--- src/rtl/rdcal_pkg.sv ---
package rdcal_pkg;
  typedef enum logic [2:0] {
    ST_IDLE,
    ST_LOCK,
    ST_SRCH,
    ST_DONE,
    ST_FAIL
  } rdcal_st_e;

  localparam int unsigned BURST_LEN = 4;
endpackage

--- src/rtl/rdcal_lock_ctl.sv ---
module rdcal_lock_ctl #(
  parameter int unsigned NG      = 6,
  parameter int unsigned LOCK_TO = 64
) (
  input  logic          clk_i,
  input  logic          rst_ni,
  input  logic          en_i,
  input  logic [NG-1:0] lock_i,
  output logic          ok_o,
  output logic          to_o
);
  localparam int unsigned TW = (LOCK_TO > 1) ? $clog2(LOCK_TO) : 1;

  logic [TW-1:0] tmr_q;

  assign ok_o = en_i && (&lock_i);
  assign to_o = en_i && !(&lock_i) && (tmr_q == TW'(LOCK_TO - 1));

  always_ff @(posedge clk_i or negedge rst_ni) begin
    if (!rst_ni)                   tmr_q <= '0;
    else if (!en_i)                tmr_q <= '0;
    else if (tmr_q != TW'(LOCK_TO - 1)) tmr_q <= tmr_q + 1'b1;
  end

  a_r3_timeout_only_unlocked: assert property (@(posedge clk_i) disable iff (!rst_ni)
    to_o |-> !ok_o && en_i);
endmodule

--- src/rtl/rdcal_burst_gen.sv ---
module rdcal_burst_gen
  import rdcal_pkg::*;
#(
  parameter int unsigned GAP_CYC = 4
) (
  input  logic clk_i,
  input  logic rst_ni,
  input  logic en_i,
  output logic rd_o,
  output logic step_end_o
);
  localparam int unsigned STEP_LEN = BURST_LEN + GAP_CYC;
  localparam int unsigned PW       = $clog2(STEP_LEN);

  logic [PW-1:0] ph_q;

  assign rd_o       = en_i && (ph_q < PW'(BURST_LEN));
  assign step_end_o = en_i && (ph_q == PW'(STEP_LEN - 1));

  always_ff @(posedge clk_i or negedge rst_ni) begin
    if (!rst_ni)                          ph_q <= '0;
    else if (!en_i)                       ph_q <= '0;
    else if (ph_q == PW'(STEP_LEN - 1))   ph_q <= '0;
    else                                  ph_q <= ph_q + 1'b1;
  end

  a_r4_gap_at_step_end: assert property (@(posedge clk_i) disable iff (!rst_ni)
    step_end_o |-> !rd_o);
  a_r4_burst_starts_step: assert property (@(posedge clk_i) disable iff (!rst_ni)
    ($rose(rd_o) && $past(en_i)) |-> $past(step_end_o));
endmodule

--- src/rtl/rdcal_bank_pick.sv ---
module rdcal_bank_pick #(
  parameter int unsigned NUM_BANKS    = 3,
  parameter int unsigned GRP_PER_BANK = 2,
  parameter int unsigned OFS_W        = 6
) (
  input  logic                       clk_i,
  input  logic                       rst_ni,
  input  logic                       en_i,
  input  logic                       step_end_i,
  input  logic [NUM_BANKS*GRP_PER_BANK-1:0] pre_det_i,
  input  logic [OFS_W-1:0]           cand_i,
  input  logic [OFS_W-1:0]           rl_i,
  output logic [NUM_BANKS*OFS_W-1:0] bank_ofs_o,
  output logic [NUM_BANKS-1:0]       bank_found_o,
  output logic                       all_found_o
);
  localparam int unsigned NG = NUM_BANKS * GRP_PER_BANK;

  logic [NG-1:0]        seen_q, seen_now;
  logic [NUM_BANKS-1:0] found_q, hit;
  logic [OFS_W-1:0]     ofs_q [NUM_BANKS];

  assign seen_now = seen_q | pre_det_i;

  for (genvar b = 0; b < NUM_BANKS; b++) begin : g_bank
    assign hit[b] = en_i && step_end_i && !found_q[b] &&
                    (&seen_now[b*GRP_PER_BANK +: GRP_PER_BANK]);
    assign bank_ofs_o[b*OFS_W +: OFS_W] = ofs_q[b];

    a_r6_ofs_floor: assert property (@(posedge clk_i) disable iff (!rst_ni)
      found_q[b] |-> ofs_q[b] >= rl_i);
    a_r5_ofs_held: assert property (@(posedge clk_i) disable iff (!rst_ni)
      $past(found_q[b]) |-> $stable(ofs_q[b]) && found_q[b]);
  end

  assign bank_found_o = found_q;
  assign all_found_o  = &(found_q | hit);

  always_ff @(posedge clk_i or negedge rst_ni) begin
    if (!rst_ni)                      seen_q <= '0;
    else if (!en_i || step_end_i)     seen_q <= '0;
    else                              seen_q <= seen_now;
  end

  always_ff @(posedge clk_i or negedge rst_ni) begin
    if (!rst_ni) begin
      found_q <= '0;
      for (int b = 0; b < NUM_BANKS; b++) ofs_q[b] <= '0;
    end else begin
      for (int b = 0; b < NUM_BANKS; b++) begin
        if (hit[b]) begin
          found_q[b] <= 1'b1;
          ofs_q[b]   <= cand_i;
        end
      end
    end
  end
endmodule

--- src/rtl/rdcal_seq.sv ---
module rdcal_seq
  import rdcal_pkg::*;
#(
  parameter int unsigned NUM_BANKS    = 3,
  parameter int unsigned GRP_PER_BANK = 2,
  parameter int unsigned OFS_W        = 6,
  parameter int unsigned GAP_CYC      = 4,
  parameter int unsigned LOCK_TO      = 64,
  parameter int unsigned MAX_STEPS    = 16
) (
  input  logic                              clk_i,
  input  logic                              rst_ni,
  input  logic                              start_i,
  input  logic [OFS_W-1:0]                  rd_lat_i,
  input  logic [NUM_BANKS*GRP_PER_BANK-1:0] lock_i,
  input  logic [NUM_BANKS*GRP_PER_BANK-1:0] pre_det_i,
  output logic [NUM_BANKS*GRP_PER_BANK-1:0] cal_mode_o,
  output logic                              rd_cmd_o,
  output logic [OFS_W-1:0]                  cand_ofs_o,
  output logic                              lock_done_o,
  output logic                              lock_err_o,
  output logic                              srch_done_o,
  output logic                              srch_err_o,
  output logic [NUM_BANKS*OFS_W-1:0]        bank_ofs_o,
  output logic [NUM_BANKS-1:0]              bank_found_o
);
  localparam int unsigned NG = NUM_BANKS * GRP_PER_BANK;
  localparam int unsigned SW = (MAX_STEPS > 1) ? $clog2(MAX_STEPS) : 1;

  rdcal_st_e       st_q;
  logic            lock_ok, lock_to, burst_rd, step_end, all_found;
  logic            lock_done_q, lock_err_q, srch_done_q, srch_err_q;
  logic [OFS_W-1:0] cand_q, rl_q;
  logic [SW-1:0]   step_q;

  rdcal_lock_ctl #(.NG(NG), .LOCK_TO(LOCK_TO)) u_lock (
    .clk_i  (clk_i),
    .rst_ni (rst_ni),
    .en_i   (st_q == ST_LOCK),
    .lock_i (lock_i),
    .ok_o   (lock_ok),
    .to_o   (lock_to)
  );

  rdcal_burst_gen #(.GAP_CYC(GAP_CYC)) u_burst (
    .clk_i      (clk_i),
    .rst_ni     (rst_ni),
    .en_i       (st_q == ST_SRCH),
    .rd_o       (burst_rd),
    .step_end_o (step_end)
  );

  rdcal_bank_pick #(
    .NUM_BANKS(NUM_BANKS), .GRP_PER_BANK(GRP_PER_BANK), .OFS_W(OFS_W)
  ) u_pick (
    .clk_i        (clk_i),
    .rst_ni       (rst_ni),
    .en_i         (st_q == ST_SRCH),
    .step_end_i   (step_end),
    .pre_det_i    (pre_det_i),
    .cand_i       (cand_q),
    .rl_i         (rl_q),
    .bank_ofs_o   (bank_ofs_o),
    .bank_found_o (bank_found_o),
    .all_found_o  (all_found)
  );

  assign cal_mode_o  = {NG{st_q == ST_LOCK}};
  assign rd_cmd_o    = (st_q == ST_LOCK) || burst_rd;
  assign cand_ofs_o  = cand_q;
  assign lock_done_o = lock_done_q;
  assign lock_err_o  = lock_err_q;
  assign srch_done_o = srch_done_q;
  assign srch_err_o  = srch_err_q;

  always_ff @(posedge clk_i or negedge rst_ni) begin
    if (!rst_ni) begin
      st_q        <= ST_IDLE;
      lock_done_q <= 1'b0;
      lock_err_q  <= 1'b0;
      srch_done_q <= 1'b0;
      srch_err_q  <= 1'b0;
      cand_q      <= '0;
      rl_q        <= '0;
      step_q      <= '0;
    end else begin
      unique case (st_q)
        ST_IDLE: if (start_i) st_q <= ST_LOCK;
        ST_LOCK: begin
          if (lock_ok) begin
            lock_done_q <= 1'b1;
            st_q        <= ST_SRCH;
            cand_q      <= rd_lat_i;
            rl_q        <= rd_lat_i;
            step_q      <= '0;
          end else if (lock_to) begin
            lock_err_q <= 1'b1;
            st_q       <= ST_FAIL;
          end
        end
        ST_SRCH: begin
          if (step_end) begin
            if (all_found) begin
              srch_done_q <= 1'b1;
              st_q        <= ST_DONE;
            end else if (step_q == SW'(MAX_STEPS - 1)) begin
              srch_err_q <= 1'b1;
              st_q       <= ST_FAIL;
            end else begin
              cand_q <= cand_q + 1'b1;
              step_q <= step_q + 1'b1;
            end
          end
        end
        default: ;
      endcase
    end
  end

  a_r1_start_enters_lock: assert property (@(posedge clk_i) disable iff (!rst_ni)
    $rose(cal_mode_o[0]) |-> $past(start_i));
  a_r1_lock_reads: assert property (@(posedge clk_i) disable iff (!rst_ni)
    cal_mode_o[0] |-> rd_cmd_o && !lock_done_o);
  a_r2_lock_all: assert property (@(posedge clk_i) disable iff (!rst_ni)
    $rose(lock_done_o) |-> $past(&lock_i) && (cal_mode_o == '0));
  a_r3_fail_quiet: assert property (@(posedge clk_i) disable iff (!rst_ni)
    lock_err_o |-> !rd_cmd_o && !lock_done_o && !srch_done_o);
  a_r4_cand_stable: assert property (@(posedge clk_i) disable iff (!rst_ni)
    (st_q == ST_SRCH && $past(st_q) == ST_SRCH && !$past(step_end)) |-> $stable(cand_q));
  a_r7_done_quiet: assert property (@(posedge clk_i) disable iff (!rst_ni)
    srch_done_o |-> !rd_cmd_o && !srch_err_o && (&bank_found_o));
  a_r8_err_incomplete: assert property (@(posedge clk_i) disable iff (!rst_ni)
    $rose(srch_err_o) |-> !(&bank_found_o));
  a_r9_sticky: assert property (@(posedge clk_i) disable iff (!rst_ni)
    ($past(lock_err_o) |-> lock_err_o) and ($past(srch_err_o) |-> srch_err_o) and
    ($past(lock_done_o) |-> lock_done_o) and ($past(srch_done_o) |-> srch_done_o));
endmodule

--- config.mk ---
export PLATFORM = sky130hd
export DESIGN_NAME = rdcal_seq
export DESIGN_NICKNAME = d
export VERILOG_FILES = /design/src/rtl/rdcal_pkg.sv /design/src/rtl/rdcal_lock_ctl.sv /design/src/rtl/rdcal_burst_gen.sv /design/src/rtl/rdcal_bank_pick.sv /design/src/rtl/rdcal_seq.sv
export SDC_FILE = /design/constraint.sdc
export NUM_CORES = 1
export LEC_CHECK = 0
export ABC_CLOCK_PERIOD_IN_PS = 3800
export BUFFER_PORTS_ARGS = -buffer_cell sky130_fd_sc_hd__buf_2
export CAP_MARGIN = 20
export CORE_MARGIN = 5
export CORE_UTILIZATION = 55
export DETAILED_ROUTE_END_ITERATION = 10
export GPL_TIMING_DRIVEN = 0
export PLACE_DENSITY = 0.89
export SETUP_SLACK_MARGIN = 0.1
export SYNTH_ARGS = -nofsm -noshare
export SYNTH_HDL_FRONTEND = slang
export SYNTH_SLANG_ARGS = --single-unit
--- constraint.sdc ---
create_clock -name clk_i -period 3.8 [get_ports clk_i]
set_input_delay 0.76 -clock clk_i [delete_from_list [all_inputs] [get_ports clk_i]]
set_output_delay 0.76 -clock clk_i [all_outputs]
set_load 0.02 [all_outputs]
==> impl.org <==
** Status
- Status :: finished, final reports clean

** Power and ir drop
- Final total power :: 970 uW
- Leak pwr :: between 1 and 1.5 nW
- For this design the ratio of total power to cell area is around 330 nW/um^2.
- VDD sags by at most 0.000316 V.

** Critical path
- Worst path depth :: 9
- Cell count of the worst reg-to-reg path :: 9
- Broken down by cell family, the worst path's largest delay share belongs to compound AO/OA/AOI/OAI gates.
- Across all register-to-register paths, the minimum setup slack is 1070 ps.
- Worst-path cell chain :: ha_1 > ha_1 > nand4bb_1 > clkbuf_1 > o21bai_1 > a31o_2 > clkbuf_1 > a21oi_4 > mux2_4
- Crit end category :: flip-flop
- Critical path endpoint :: step_q[0]
- RR Endpoint :: step_q[0]
- For the worst setup path, the data required time is 4000 ps.
- The number of buffers and inverters on the critical path is 2.
- For the worst setup path, the data arrival time is 2930 ps.
- The largest single stage delay on the critical path is 390 ps.
- Reg2Reg Launch Point :: u_burst.ph_q[0]
- Along the worst path, the maximum fanout reaches 9.
- The largest individual stage delay along the critical path comes from the cell dfrtp_1.
- In this run the worst setup path begins at u_burst.ph_q[0].
- The critical path is of the reg2reg type.
- STA classifies the critical path startpoint as a flip-flop.

** Die
- Starting utilization of the core area :: 0.564
- Die X-Extent :: ~77 um
- The core region is 4350 sq um.
- In this run the vertical extent of the chip is 76.8 um.
- Number of core rows :: 24
- The die covers 5900 sq um.
- 59 I/O pins were placed.

** Synthesis
- Syn Inst Count :: 213
- Library cell with the highest instance count after synthesis :: dfrtp_1
- Of the total synthesized cell area, the portion taken by XOR and XNOR cells is 0.00714.
- The share of the Yosys chip area taken by registers is 0.540.
- Cell type with the largest total area after synthesis :: dfrtp_1
- The number of different library cells used by synthesis comes to 48.
- Net Count, Synth :: 239
- Dividing the synthesized area by the synthesized cell count gives 11.5 sq um.
- Simple-gate area share of the yosys netlist :: 0.126
- Counting flops with an async set or reset pin after synthesis yields a share of 1.00.
- The Yosys step of the flow raised 0 warnings.
- After synthesis, the cell types taking the most area are dfrtp_1 54%, mux2_2 8.3%, nor2_1 3.4%.
- Multiplexer area fraction after synthesis :: 0.107
- Cell area after technology mapping :: between 2000 and 2500 sq um
- Post-synthesis register bit count :: 53
- Yosys top cell area share :: 0.540
- Synth Area in Compound Gates :: 0.146
- Of the total synthesized cell area, the portion taken by full adders, half adders and majority gates is 0.0255.
- Ranked by instance count, the synthesized netlist is headed by 53 x dfrtp_1, 22 x nor2_1, 18 x mux2_2.
- In this run, synthesis inferred 0 flip-flops with an integrated enable.
- Combinational family with the most area after synthesis :: compound AO/OA/AOI/OAI gates
- Most common flop cell mapped by yosys :: dfrtp_1

** Global route
- In the global route stage, overall resource usage came out at 0.184.
- Entering global routing, the biggest net connects 34 pins.
- Via count of the first global-routing pass :: between 1,500 and 2,000
- Initial antenna violation count :: 0
- The first global-routing pass estimated 8830 um of wire.
- Overflow after GRT :: 0

** Cells and area
- Once layout is complete, the utilization of the core stands at 0.671.
- In the final layout, the share of cells above drive strength 1 is 0.379.
- Compared with the post-synthesis result, the final layout area differs by 19.0%.
- The final layout contains 305 nets.
- The repair_antennas step left the layout with diodes totalling 0.
- Final instance area :: 2920 sq um
- The finished layout holds 332 standard cells, fillers aside.

** Clock tree
- The H-tree generated during clock tree synthesis spans 2 levels.
- Clock tree from TritonCTS :: done
- After clock tree synthesis, the clock-pin slew on the worst setup and hold paths is 100 ps.
- Number of hold buffers added after cts :: 0
- Post-CTS timing repair inserted 0 buffers for setup.
- Latest clock arrival within the worst-skew pair :: 310 ps
- No sink is reached through more buffers than the 2 on the longest clock path.
- The clock drives 53 sinks.
- CTS placed an instance of clkbuf_8 at the clock tree root.
- Clock tree synthesis inserted a total of 5 buffers.
- Once the clock tree was built, the resizer swapped 0 gates to a different size.

** Flow run
- Max-cap violations in this run came to 0.

** Timing
- Share of the clock period used by the worst path :: 0.719
- Subtracting the final worst setup slack from the clock period gives roughly 2700 ps.
- Final hold analysis gives a worst-case slack of 404 ps.
- For the final database, setup skew stands at slightly above 8 ps.
- Setup violations remaining at the end of the flow were counted as 0.
- Setup repair after global routing missed its margin :: false
- Final hold vios :: 0
- Max-slew violation total from the final report :: 0
- Achievable clock frequency :: 366 MHz
- Worst slew margin relative to its limit :: 0.433
- Setup slack on the critical path of the routed design comes to 1070 ps.
- Adding up every negative setup slack in the final design gives 0 ps.
- Slew at the pin closest to its max-slew limit :: 844 ps

** Route
- Number of detailed-routing iterations run before antenna repair :: 4
- Once detail routing completed, the nets flagged for antenna violations numbered 0.
- The final layout contains routed wiring with a total length of ~5300 um.
- In the routed design, unresolved DRC markers number 0.
- 1st-iter DRT viols :: 118
- For this block, the via count after detailed routing is 1,844.
- Via/cell ratio :: 5.55
- In the final routed layout, each cell accounts on average for 15.8 um.

** Placed design
- Once placement finished, the instance area stood at 2830 sq um.
- At the end of routability-driven placement, the weighted congestion stood at about 0.78.
- Detailed placement ended at an HPWL of 3930 um.
- Place WS :: 1100 ps
- Counting tap cells, the placed design contains a total of 324 instances.
- Port buffering added 58 buffers.

** Worst hold path
- The worst hold path belongs to the class in2async.
## cell families (layout without fill, tap and decap cells)
| kind of cell | count (synthesis) | count (layout) |
|---|---|---|
| flip-flops | 53 | 53 |
| AND/OR/NAND/NOR | 62 | 62 |
| adder cells (fa/ha/maj) | 5 | 5 |
| AO/OA/AOI/OAI | 49 | 49 |
| buffers and inverters | 19 | 86 |
| XOR/XNOR | 2 | 2 |
| multiplexers | 23 | 23 |
## final cells by class
class | instances | area [sq um]
multi-input cells | 141 | 1010
flip-flops and latches | 53 | 1330
plain buffers | 14 | 98.8
repair buffers | 59 | 310
inverters | 5 | 18.8
clock buffers | 5 | 68.8
well taps | 52 | 65.1
fillers | 324 | 1430
clock inverters | 3 | 21.3
## worst reg2reg max path: stages (launching register included)
cell	delay, ps
dfrtp_1	390
ha_1	200
ha_1	220
nand4bb_1	120
clkbuf_1	290
o21bai_1	190
a31o_2	260
clkbuf_1	240
a21oi_4	380
mux2_4	330
## power by group
part / internal (mW) / switching, mW
Combinational: 0.0273 / 0.0399
Sequential: 0.573 / 0.00852
Clock: 0.131 / 0.190
Total: 0.732 / 0.238
## cell usage in the layout (no fill, tap or decap), drive strengths merged, types with 8 or more instances in the layout
cell,n
buf,69
dfrtp,53
nor2,22
mux2,20
nand2,15
o21ai,10
clkbuf,9
nand3,8
## layer usage
layer / share of wire / vias to the layer above / global-route usage
met3: 0.052 / 5 / 0.0492
met5: 0 / - / 0
li1: - / 898 / -
met2: 0.52 / 47 / 0.301
met1: 0.42 / 894 / 0.241
met4: 0.0087 / 0 / 0.0507
## registers in the layout (all words and copies together) (netlist names)
name	flops
u_pick.seen_q	6
cand_ofs_o	6
u_burst.ph_q	3
step_q	4
lock_done_o	1
st_q	3
u_lock.tmr_q	6
srch_err_o	1
u_pick.bank_found_o	3
lock_err_o	1
u_pick.bank_ofs_o	18
srch_done_o	1
## worst min-delay path by stage
stage / slack [ps] / to
2_1_floorplan: 410 / u_burst.ph_q[0]
3_3_place_gp: 430 / u_burst.ph_q[0]
3_5_place_dp: 430 / u_burst.ph_q[0]
4_1_cts: 420 / u_pick.bank_ofs_o[2]
5_1_grt: 440 / u_pick.bank_ofs_o[0]
6_report: 400 / lock_done_o
No activity file was read; power rests on OpenSTA's default activity.
